--- config.mk ---
export PLATFORM = sky130hd
export DESIGN_NAME = i2c_stuck_recovery
export DESIGN_NICKNAME = d
export VERILOG_FILES = /design/src/rtl/i2c_srec_pkg.sv /design/src/rtl/srec_sync.sv /design/src/rtl/srec_watchdog.sv /design/src/rtl/srec_reconnect.sv /design/src/rtl/srec_recovery.sv /design/src/rtl/i2c_stuck_recovery.sv
export SDC_FILE = /design/constraint.sdc
export NUM_CORES = 1
export LEC_CHECK = 0
export ABC_AREA = 1
export ABC_CLOCK_PERIOD_IN_PS = 1600
export BUFFER_PORTS_ARGS = -buffer_cell sky130_fd_sc_hd__clkbuf_2
export CORE_UTILIZATION = 54
export CTS_CLUSTER_SIZE = 10
export DETAILED_ROUTE_END_ITERATION = 10
export GPL_TIMING_DRIVEN = 0
export PLACE_DENSITY = 0.81
export RECOVER_POWER = 50
export SYNTH_ARGS = -nofsm -noshare
export SYNTH_HDL_FRONTEND = slang
export SYNTH_HIERARCHICAL = 1
export SYNTH_SLANG_ARGS = --single-unit
--- constraint.sdc ---
create_clock -name clk -period 1.6 [get_ports clk]
set_input_delay 0.24 -clock clk [delete_from_list [all_inputs] [get_ports clk]]
set_output_delay 0.24 -clock clk [all_outputs]
set_load 0.005 [all_outputs]
--- src/rtl/i2c_srec_pkg.sv ---
package i2c_srec_pkg;
   typedef enum logic [2:0] {
      RS_IDLE,
      RS_SCL_LO,
      RS_SCL_HI,
      RS_STOP_A,
      RS_STOP_B,
      RS_STOP_C
   } rec_state_t;
endpackage

--- src/rtl/srec_sync.sv ---
module srec_sync #(
   parameter int W      = 4,
   parameter int STAGES = 2
) (
   input  logic         clk,
   input  logic         rst_n,
   input  logic [W-1:0] d_i,
   output logic [W-1:0] q_o
);
   logic [W-1:0] stage_q [STAGES];

   generate
      for (genvar s = 0; s < STAGES; s++) begin : g_stage
         if (s == 0) begin : g_first
            always_ff @(posedge clk or negedge rst_n) begin
               if (!rst_n) stage_q[s] <= '1;
               else        stage_q[s] <= d_i;
            end
         end else begin : g_next
            always_ff @(posedge clk or negedge rst_n) begin
               if (!rst_n) stage_q[s] <= '1;
               else        stage_q[s] <= stage_q[s-1];
            end
         end
      end
   endgenerate

   assign q_o = stage_q[STAGES-1];
endmodule

--- src/rtl/srec_watchdog.sv ---
module srec_watchdog #(
   parameter int TIMEOUT_CYC = 4_500_000
) (
   input  logic clk,
   input  logic rst_n,
   input  logic bus_sda,
   input  logic bus_scl,
   input  logic hold,
   input  logic restart,
   output logic expire
);
   localparam int TW = $clog2(TIMEOUT_CYC + 1);

   logic [TW-1:0] cnt_q;
   logic          both_high;

   assign both_high = bus_sda && bus_scl;
   assign expire    = !hold && !restart && !both_high &&
                      (cnt_q == TW'(TIMEOUT_CYC - 1));

   always_ff @(posedge clk or negedge rst_n) begin
      if (!rst_n)                    cnt_q <= '0;
      else if (restart || both_high) cnt_q <= '0;
      else if (expire)               cnt_q <= '0;
      else if (!hold)                cnt_q <= cnt_q + 1'b1;
   end
endmodule

--- src/rtl/srec_reconnect.sv ---
module srec_reconnect #(
   parameter int NCH = 4
) (
   input  logic           clk,
   input  logic           rst_n,
   input  logic [NCH-1:0] en_i,
   output logic           recon
);
   logic armed_q;

   assign recon = armed_q && (en_i != '0);

   always_ff @(posedge clk or negedge rst_n) begin
      if (!rst_n)              armed_q <= 1'b0;
      else if (en_i == '0)     armed_q <= 1'b1;
      else if (recon)          armed_q <= 1'b0;
   end
endmodule

--- src/rtl/srec_recovery.sv ---
module srec_recovery
   import i2c_srec_pkg::*;
#(
   parameter int HALF_CYC   = 500,
   parameter int MAX_PULSES = 16
) (
   input  logic clk,
   input  logic rst_n,
   input  logic start,
   input  logic abort,
   input  logic bus_sda,
   output logic drv_scl,
   output logic drv_sda
);
   localparam int CW = $clog2(HALF_CYC + 1);
   localparam int PW = $clog2(MAX_PULSES + 1);

   rec_state_t    state_q;
   logic [CW-1:0] half_q;
   logic [PW-1:0] pulses_q;
   logic          half_done;

   assign half_done = (half_q == CW'(HALF_CYC - 1));

   always_ff @(posedge clk or negedge rst_n) begin
      if (!rst_n) begin
         state_q  <= RS_IDLE;
         half_q   <= '0;
         pulses_q <= '0;
      end else if (abort) begin
         state_q  <= RS_IDLE;
         half_q   <= '0;
         pulses_q <= '0;
      end else begin
         half_q <= half_done ? '0 : half_q + 1'b1;
         unique case (state_q)
            RS_IDLE: begin
               half_q   <= '0;
               pulses_q <= '0;
               if (start) state_q <= RS_SCL_LO;
            end
            RS_SCL_LO: if (half_done) state_q <= RS_SCL_HI;
            RS_SCL_HI: if (half_done) begin
               pulses_q <= pulses_q + 1'b1;
               if (bus_sda || pulses_q == PW'(MAX_PULSES - 1))
                  state_q <= RS_STOP_A;
               else
                  state_q <= RS_SCL_LO;
            end
            RS_STOP_A: if (half_done) state_q <= RS_STOP_B;
            RS_STOP_B: if (half_done) state_q <= RS_STOP_C;
            RS_STOP_C: if (half_done) state_q <= RS_IDLE;
            default: state_q <= RS_IDLE;
         endcase
      end
   end

   assign drv_scl = (state_q == RS_SCL_LO) || (state_q == RS_STOP_A) ||
                    (state_q == RS_STOP_B);
   assign drv_sda = (state_q == RS_STOP_B) || (state_q == RS_STOP_C);
endmodule

--- src/rtl/i2c_stuck_recovery.sv ---
module i2c_stuck_recovery #(
   parameter int NCH         = 4,
   parameter int SYNC_STAGES = 2,
   parameter int TIMEOUT_CYC = 4_500_000,
   parameter int HALF_CYC    = 500,
   parameter int MAX_PULSES  = 16
) (
   input  logic           clk,
   input  logic           rst_n,
   input  logic [NCH-1:0] en_i,
   input  logic           disc_en_i,
   input  logic [NCH-1:0] dn_sda_i,
   input  logic [NCH-1:0] dn_scl_i,
   output logic [NCH-1:0] dn_sda_pd_o,
   output logic [NCH-1:0] dn_scl_pd_o,
   output logic           connect_o,
   output logic           fault_n_o
);
   localparam int SW = 2 * NCH;

   generate
      if (NCH < 1 || SYNC_STAGES < 2 || TIMEOUT_CYC < 2 ||
          HALF_CYC < 2 || MAX_PULSES < 1) begin : g_bad_cfg
         $error("i2c_stuck_recovery: illegal parameter set");
      end
   endgenerate

   logic [SW-1:0]  sync_q;
   logic [NCH-1:0] sda_s, scl_s, sda_m, scl_m;
   logic           bus_sda, bus_scl;
   logic           expire, recon, drv_scl, drv_sda;
   logic           fault_q, conn_q;

   srec_sync #(.W(SW), .STAGES(SYNC_STAGES)) u_sync (
      .clk   (clk),
      .rst_n (rst_n),
      .d_i   ({dn_scl_i, dn_sda_i}),
      .q_o   (sync_q)
   );
   assign sda_s = sync_q[NCH-1:0];
   assign scl_s = sync_q[SW-1:NCH];

   generate
      for (genvar c = 0; c < NCH; c++) begin : g_ch
         assign sda_m[c]       = sda_s[c] || !en_i[c];
         assign scl_m[c]       = scl_s[c] || !en_i[c];
         assign dn_scl_pd_o[c] = en_i[c] && drv_scl;
         assign dn_sda_pd_o[c] = en_i[c] && drv_sda;
      end
   endgenerate

   assign bus_sda = &sda_m;
   assign bus_scl = &scl_m;

   srec_watchdog #(.TIMEOUT_CYC(TIMEOUT_CYC)) u_wdog (
      .clk     (clk),
      .rst_n   (rst_n),
      .bus_sda (bus_sda),
      .bus_scl (bus_scl),
      .hold    (fault_q),
      .restart (recon),
      .expire  (expire)
   );

   srec_reconnect #(.NCH(NCH)) u_recon (
      .clk   (clk),
      .rst_n (rst_n),
      .en_i  (en_i),
      .recon (recon)
   );

   srec_recovery #(.HALF_CYC(HALF_CYC), .MAX_PULSES(MAX_PULSES)) u_rec (
      .clk     (clk),
      .rst_n   (rst_n),
      .start   (expire && disc_en_i),
      .abort   (recon),
      .bus_sda (bus_sda),
      .drv_scl (drv_scl),
      .drv_sda (drv_sda)
   );

   always_ff @(posedge clk or negedge rst_n) begin
      if (!rst_n) begin
         fault_q <= 1'b0;
         conn_q  <= 1'b1;
      end else if (recon) begin
         fault_q <= 1'b0;
         conn_q  <= 1'b1;
      end else if (expire) begin
         fault_q <= 1'b1;
         if (disc_en_i) conn_q <= 1'b0;
      end
   end

   assign fault_n_o = !fault_q;
   assign connect_o = conn_q;
endmodule

==> results.yml, run 1 <==
setup_path:
  crit_chain: "ha_2 -> nand2_2 -> inv_2 -> nand2_4 -> nor2_4 -> nand3_4 -> nor2_4 -> nand2_2 -> inv_2 -> nor2_2 -> nand2_2 -> nand2_2 -> nand2_1 -> nand2_1"
  cp_slowest_cell: "dfrtp_1"
  crit_family: "simple AND/OR/NAND/NOR gates"
  crit_buf_inv: 2
  crit_required_ns: 1.83
  worstSetupStartpointType: "flop"
  cpMostUsedCell: "nand2_2"
  cp_num_cells: 14
  max_stage_delay_ns: 0.37
  path_class: "reg -> reg"
  ff2ff_path_depth: 14
  cp.arrival_ns: 1.95
  endpoint_kind: "flop"
  worstPathMaxFanout: 4
routing:
  antenna_left: 0
  drt_pass1_iterations: 7
  vias: 2978
  wl_per_cell_um: 14.5
  drt_iter0_markers: 210
  drc: 0
  drt-met1-wl_mm: 3.11
  route.met3.wl_um: 524
  wl_met2_mm: 4.21
  via_per_inst: 5.38
  highest_layer: "met4"
  totalWireLength_mm: 8.04
synthesis:
  yosysMostFrequentCell: "nand2_1"
  ys_seq_area_frac: 0.470
  synth_top_area_cell: "dfrtp_1"
  ys_types: 34
  yosysTopAreaCellShare: 0.330
  synth_edf_count: 0
  async_reset_ff_frac: 1.00
  synth.area.top_cells: "dfrtp_1 (33%), dfstp_2 (14%), nand2_1 (13%)"
  yosysWarnings: 6
  syn_inst: 409
  ys.flop_type: "dfrtp_1"
  ys_top_cells_by_count: "nand2_1 (114), inv_1 (51), nor2_1 (43)"
  ys_seq_elements: 59
  synth_nets: 428
  netlist_area_um2: 3190
  syn_area_per_cell_um2: 7.79
clocking:
  cts_made_buffers: 9
  clkLatencyLatePin_ns: 0.34
  clock_path_buffers: 2
  cts.sinks: 59
  cts_tree: "built"
  cts_root_buffer: "clkbuf_8"
  path_clk_slew_ns: 0.07
  htreeDepth: 3
timing:
  drv_slew: 0
  rsz0062_at_grt: "true"
  fin_setup_tns_ns: -1.10
  max_freq_mhz: 583
  worst_slack_ns: -0.116
  setup_viol: 26
  clock_skew_ns: 0.00784
  maxSlewHeadroom: 0.0458
  post-route-period-util: 1.07
  hold_viol: 0
  worst_pin_slew_ns: 1.43
  min_period_ns: 1.72
  hold_slack_ns: 0.230
job:
  drv_cap: 0
status:
  violations: "negative setup slack"
  outcome: "finished with violations"
cells_and_area:
  drive_gt1_frac: 0.315
  diodes: 0
  fin_nets: 496
  area_delta_synth_final_pct: 27.7
placed_design:
  pre_cts_slack_ns: -0.473
  hpwlAfterDp_mm: 4.46
  gp_congestion: 0.867
  io_buffer_count: 24
power:
  p_leak_nw: 1.99
  powerDensity_nw_per_um2: 1170
  ir_drop_mv: 0.949
grt:
  grt_pass1_wl_mm: 12.2
  grt_max_degree: 60
  antenna_found_initial: 0
  grt_remaining_overflow: 0
  grt_pass1_vias: 2780
  track_usage: 0.254
floorplan:
  dieArea_um2: 6210
  start_util: 0.568
  num_rows: 27
  dieWidth_um: 78.8
  coreArea_um2: 5610
  io_pins: 25
  die_h_um: 78.8
worst_hold_path:
  hold_path.class: "in -> async"
[sequential cells by signal, indices dropped and copies added (netlist names)]
name / cells
u_sync/stage_q: 8
u_recon/armed_q: 1
u_rec/pulses_q: 5
fault_q: 1
connect_o: 1
u_sync/q_o: 8
u_wdog/cnt_q: 23
u_rec/state_q: 3
u_rec/half_q: 9
[per-layer routing]
metal	up-vias	GRT usage
met5	-	0
met2	129	0.446
li1	1415	-
met1	1412	0.302
met4	0	0.0818
met3	22	0.0655
[path summary, 6_finish.rpt]
| kind | startpoint | to | slack [ns] |
|---|---|---|---|
| max | u_wdog/cnt_q[0] | u_rec/state_q[2] | -0.12 |
| min reg2reg | u_sync/stage_q[13] | u_sync/q_o[5] | 0.35 |
| max reg2reg | u_wdog/cnt_q[0] | u_rec/state_q[2] | -0.12 |
| min | rst_n | u_recon/armed_q | 0.23 |
| max in group asynchronous | rst_n | u_rec/state_q[2] | 0.40 |
| min in group clk | disc_en_i | connect_o | 0.28 |
[placed cells by master, fill, tap and decap left out, types with 3 or more instances in the layout]
master         netlist  layout
nand2_2              6      15
dfrtp_1             42      41
o21ai_1             16      17
nand3_2              2       3
dfstp_2             17      17
clkbuf_2             0      21
inv_1               51      45
inv_2                6      10
nand3_1             30      28
nor2_2               7       9
nor2_1              43      32
dlygate4sd3_1        0       8
clkbuf_8             0      12
xnor2_1              6       6
nor3_1               6       6
o21ai_0              5       3
ha_1                 4       3
buf_6                1       3
xor2_1               8       8
nand4_1              8       8
buf_4                8      30
nor2_4               2      11
nand2_1            114     103
a21oi_1             10       8
clkbuf_1             1       4
[through the flow]
step	total power [mW]	instances	util	cell area, µm²
floorplan	2.47	409	-	3190
global placement	2.69	505	0.606	3400
detailed placement	2.76	505	0.607	3400
CTS	4.45	544	0.688	3860
global route	5.01	554	0.726	4070
finish	4.76	554	0.726	4070
[area by class of cell]
type                            count  area, µm²
Multi-Input combinational cell    282       1550
Fill cell                         406       1540
Sequential cell                    59       1500
Timing Repair Buffer               65        474
Inverter                           57        219
Clock buffer                       14        173
Tap cell                           72       90.1
Clock inverter                      2       35.0
Buffer                              3       27.5
[timing repair]
| item | in CTS | in global routing |
|---|---|---|
| hold endpoints to repair | 8 | 0 |
| gates cloned | 0 | 1 |
| gates resized for setup | 24 | 37 |
| endpoints found under the setup margin | 41 | 39 |
| pin swaps | 19 | 26 |
| setup buffers | 23 | 10 |
| hold buffers | 8 | 0 |
[power breakdown]
group	total, mW	internal, mW	leakage, nW	switching, mW
clock network	1.43	0.846	0.107	0.579
logic	1.55	0.681	1.13	0.873
registers	1.78	1.65	0.752	0.127
[logic make-up (layout without fill, tap and decap cells)]
| logic type | Yosys count | in the layout | share of synthesized area |
|---|---|---|---|
| and+or+nand+nor | 226 | 226 | 0.319 |
| AOI/OAI and AO/OA | 38 | 38 | 0.0648 |
| xor gates and xnor gates | 14 | 14 | 0.0385 |
| buffers and inverters | 68 | 141 | 0.0923 |
| adders and majority gates | 4 | 4 | 0.0157 |
| DFF | 59 | 59 | 0.470 |
No activity file was read; power rests on OpenSTA's default activity.
==> inputs of run 2 (changes only) <==
Settings changed: GPL_ROUTABILITY_DRIVEN from default to 0, SETUP_SLACK_MARGIN from default to 0.2.
==> run 2 against run 1 <==
Effect of this change: the flow still finishes with violations (negative setup slack); via count rose by 5.5%; sequential power barely moved; global-route usage rose by 1.9 points; clock power barely moved; largest power group unchanged; highest routed layer unchanged.
==> results.yml, run 2 (synthesized netlist as in run 1, its figures left out) <==
status:
  outcome: "finished with violations"
  violations: "negative setup slack"
setup_path:
  path_class: "reg -> reg"
  endpoint_kind: "flop"
  crit_required_ns: 1.83
  max_stage_delay_ns: 0.47
  worstPathMaxFanout: 6
  cp_slowest_cell: "dfrtp_1"
  cp.arrival_ns: 2.00
  cpMostUsedCell: "nand2_1"
  worstSetupStartpointType: "flop"
  crit_chain: "nor2_1 -> nand2_1 -> nor2_1 -> nand3_2 -> nor2_4 -> nand2_2 -> inv_2 -> nor2_4 -> nand2_4 -> nand2_2 -> nand2_1 -> nand2_1"
cells_and_area:
  stdcell_count: 566
  drive_gt1_frac: 0.417
  final_cell_mix: "nand2_1 (85), inv_1 (40), dfrtp_1 (40)"
  final_common_cell: "nand2_1"
  fillers: 317
  fin_util: 0.785
  fin_nets: 508
  area_delta_synth_final_pct: 38.2
  diodes: 0
  reg_top3: "u_wdog/cnt_q: 23 flops, u_rec/half_q: 9 flops"
  registers.top_by_ff_count: "u_wdog/cnt_q"
  largest_reg_flops: 23
power:
  p_total_mw: 4.91
  power_frac_clock: 0.295
  powerDensity_nw_per_um2: 1120
  p_sw_frac: 0.348
  power_frac_seq: 0.363
  intPower_mw: 3.21
  ir_drop_mv: 0.787
  p_leak_nw: 2.14
  p_switching_mw: 1.71
  combPwrFrac: 0.343
timing:
  min_period_ns: 1.76
  rsz0062_at_grt: "true"
  worst_pin_slew_ns: 1.43
  maxSlewHeadroom: 0.0489
  drv_slew: 0
  setup_viol: 30
  fin_setup_tns_ns: -2.23
  clock_skew_ns: 0.00569
  post-route-period-util: 1.10
  hold_viol: 0
  max_freq_mhz: 568
  worst_slack_ns: -0.162
clocking:
  htreeDepth: 3
  cts_made_buffers: 9
  path_clk_slew_ns: 0.07
  cts_root_buffer: "clkbuf_8"
  clkLatencyLatePin_ns: 0.35
  cts_tree: "built"
  cts.sinks: 59
  clock_path_buffers: 2
worst_hold_path:
  hold_path.class: "in -> reg"
routing:
  drt_iter0_markers: 254
  totalWireLength_mm: 9.07
  wl_per_cell_um: 16.0
  drc: 0
  antenna_left: 0
  via_per_inst: 5.55
  vias: 3142
  drt_pass1_iterations: 5
floorplan:
  dieWidth_um: 78.8
  dieArea_um2: 6210
  die_h_um: 78.8
  io_pins: 25
  start_util: 0.568
  num_rows: 27
  coreArea_um2: 5610
grt:
  grt_pass1_vias: 2911
  grt_max_degree: 60
  grt_pass1_wl_mm: 12.7
  antenna_found_initial: 0
  grt_remaining_overflow: 0
  track_usage: 0.273
placed_design:
  hpwlAfterDp_mm: 4.44
  io_buffer_count: 24
  dp_cells: 505
job:
  drv_cap: 0
## run 2: cell types whose count changed in the layout (fill, tap and decap cells not counted), moves of 6 or more
cell | before | now
o21ai_1 | 17 | 8
nand2_1 | 103 | 85
nand3_1 | 28 | 21
o21ai_2 | 2 | 11
nand2_4 | 2 | 8
nand2_2 | 15 | 27
nand3_2 | 3 | 10
## run 2: metrics by stage
stage	cell area (µm²)	worst slack (ns)	hold WS, ns
final	4400	-0.162	0.183
after global placement	3430	-0.176	0.328
after CTS	3990	-0.0819	0.0193
after floorplan	3220	0.0379	-0.0556
after global routing	4400	-0.247	0.195
after detailed placement	3430	-0.204	0.329
## run 2: area by class of cell
type                    instances  area (µm²)  share of cell area
multi-input cells             282        1700               0.387
flip-flops and latches         59        1500               0.341
repair buffers                 69         546               0.124
inverters                      57         236              0.0537
clock buffers                  16         213              0.0483
plain buffers                  11         116              0.0264
well taps                      72        90.1              0.0205
## run 2: worst paths after layout
path | endpoint | startpoint | slack (ns) | cells after the start
setup / recovery | u_rec/state_q[1] | u_wdog/cnt_q[8] | -0.16 | 12
hold / removal | connect_o | disc_en_i | 0.18 | 3
setup reg to reg | u_rec/state_q[1] | u_wdog/cnt_q[8] | -0.16 | 12
hold reg to reg | u_sync/q_o[7] | u_sync/stage_q[15] | 0.35 | 0
max in group asynchronous | u_rec/state_q[1] | rst_n | 0.43 | 1
min in group asynchronous | u_recon/armed_q | rst_n | 0.23 | 1
## run 2: per-layer routing
metal  vias to the layer above  wire length, µm  GRT usage
li1                       1438                -          -
met1                      1509             3370      0.312
met2                       154             4800      0.463
met3                        41              543     0.0667
met4                         0              355      0.160
met5                         -                0          0
## run 2: critical path, delay by kind of cell (launching register included)
family                 cells  cell delay (ns)
buffers and inverters      1             0.07
DFF                        1             0.47
and+or+nand+nor           11             1.10
## run 2: power groups by stage
stage	Combinational (mW)	Sequential (mW)	Clock [mW]
3_5_place_dp	0.949	1.82	0
2_1_floorplan	0.702	1.78	0
6_report	1.68	1.78	1.45
4_1_cts	1.28	1.78	1.46
5_1_grt	1.81	1.79	1.53
3_3_place_gp	0.897	1.81	0
## run 2: what timing repair did
action,in CTS,in global routing
hold buffers,8,0
cloned,0,3
buffers inserted,23,11
setup endpoints to repair,41,46
hold endpoints to repair,8,0
pin swaps,21,24
resized for setup,28,79
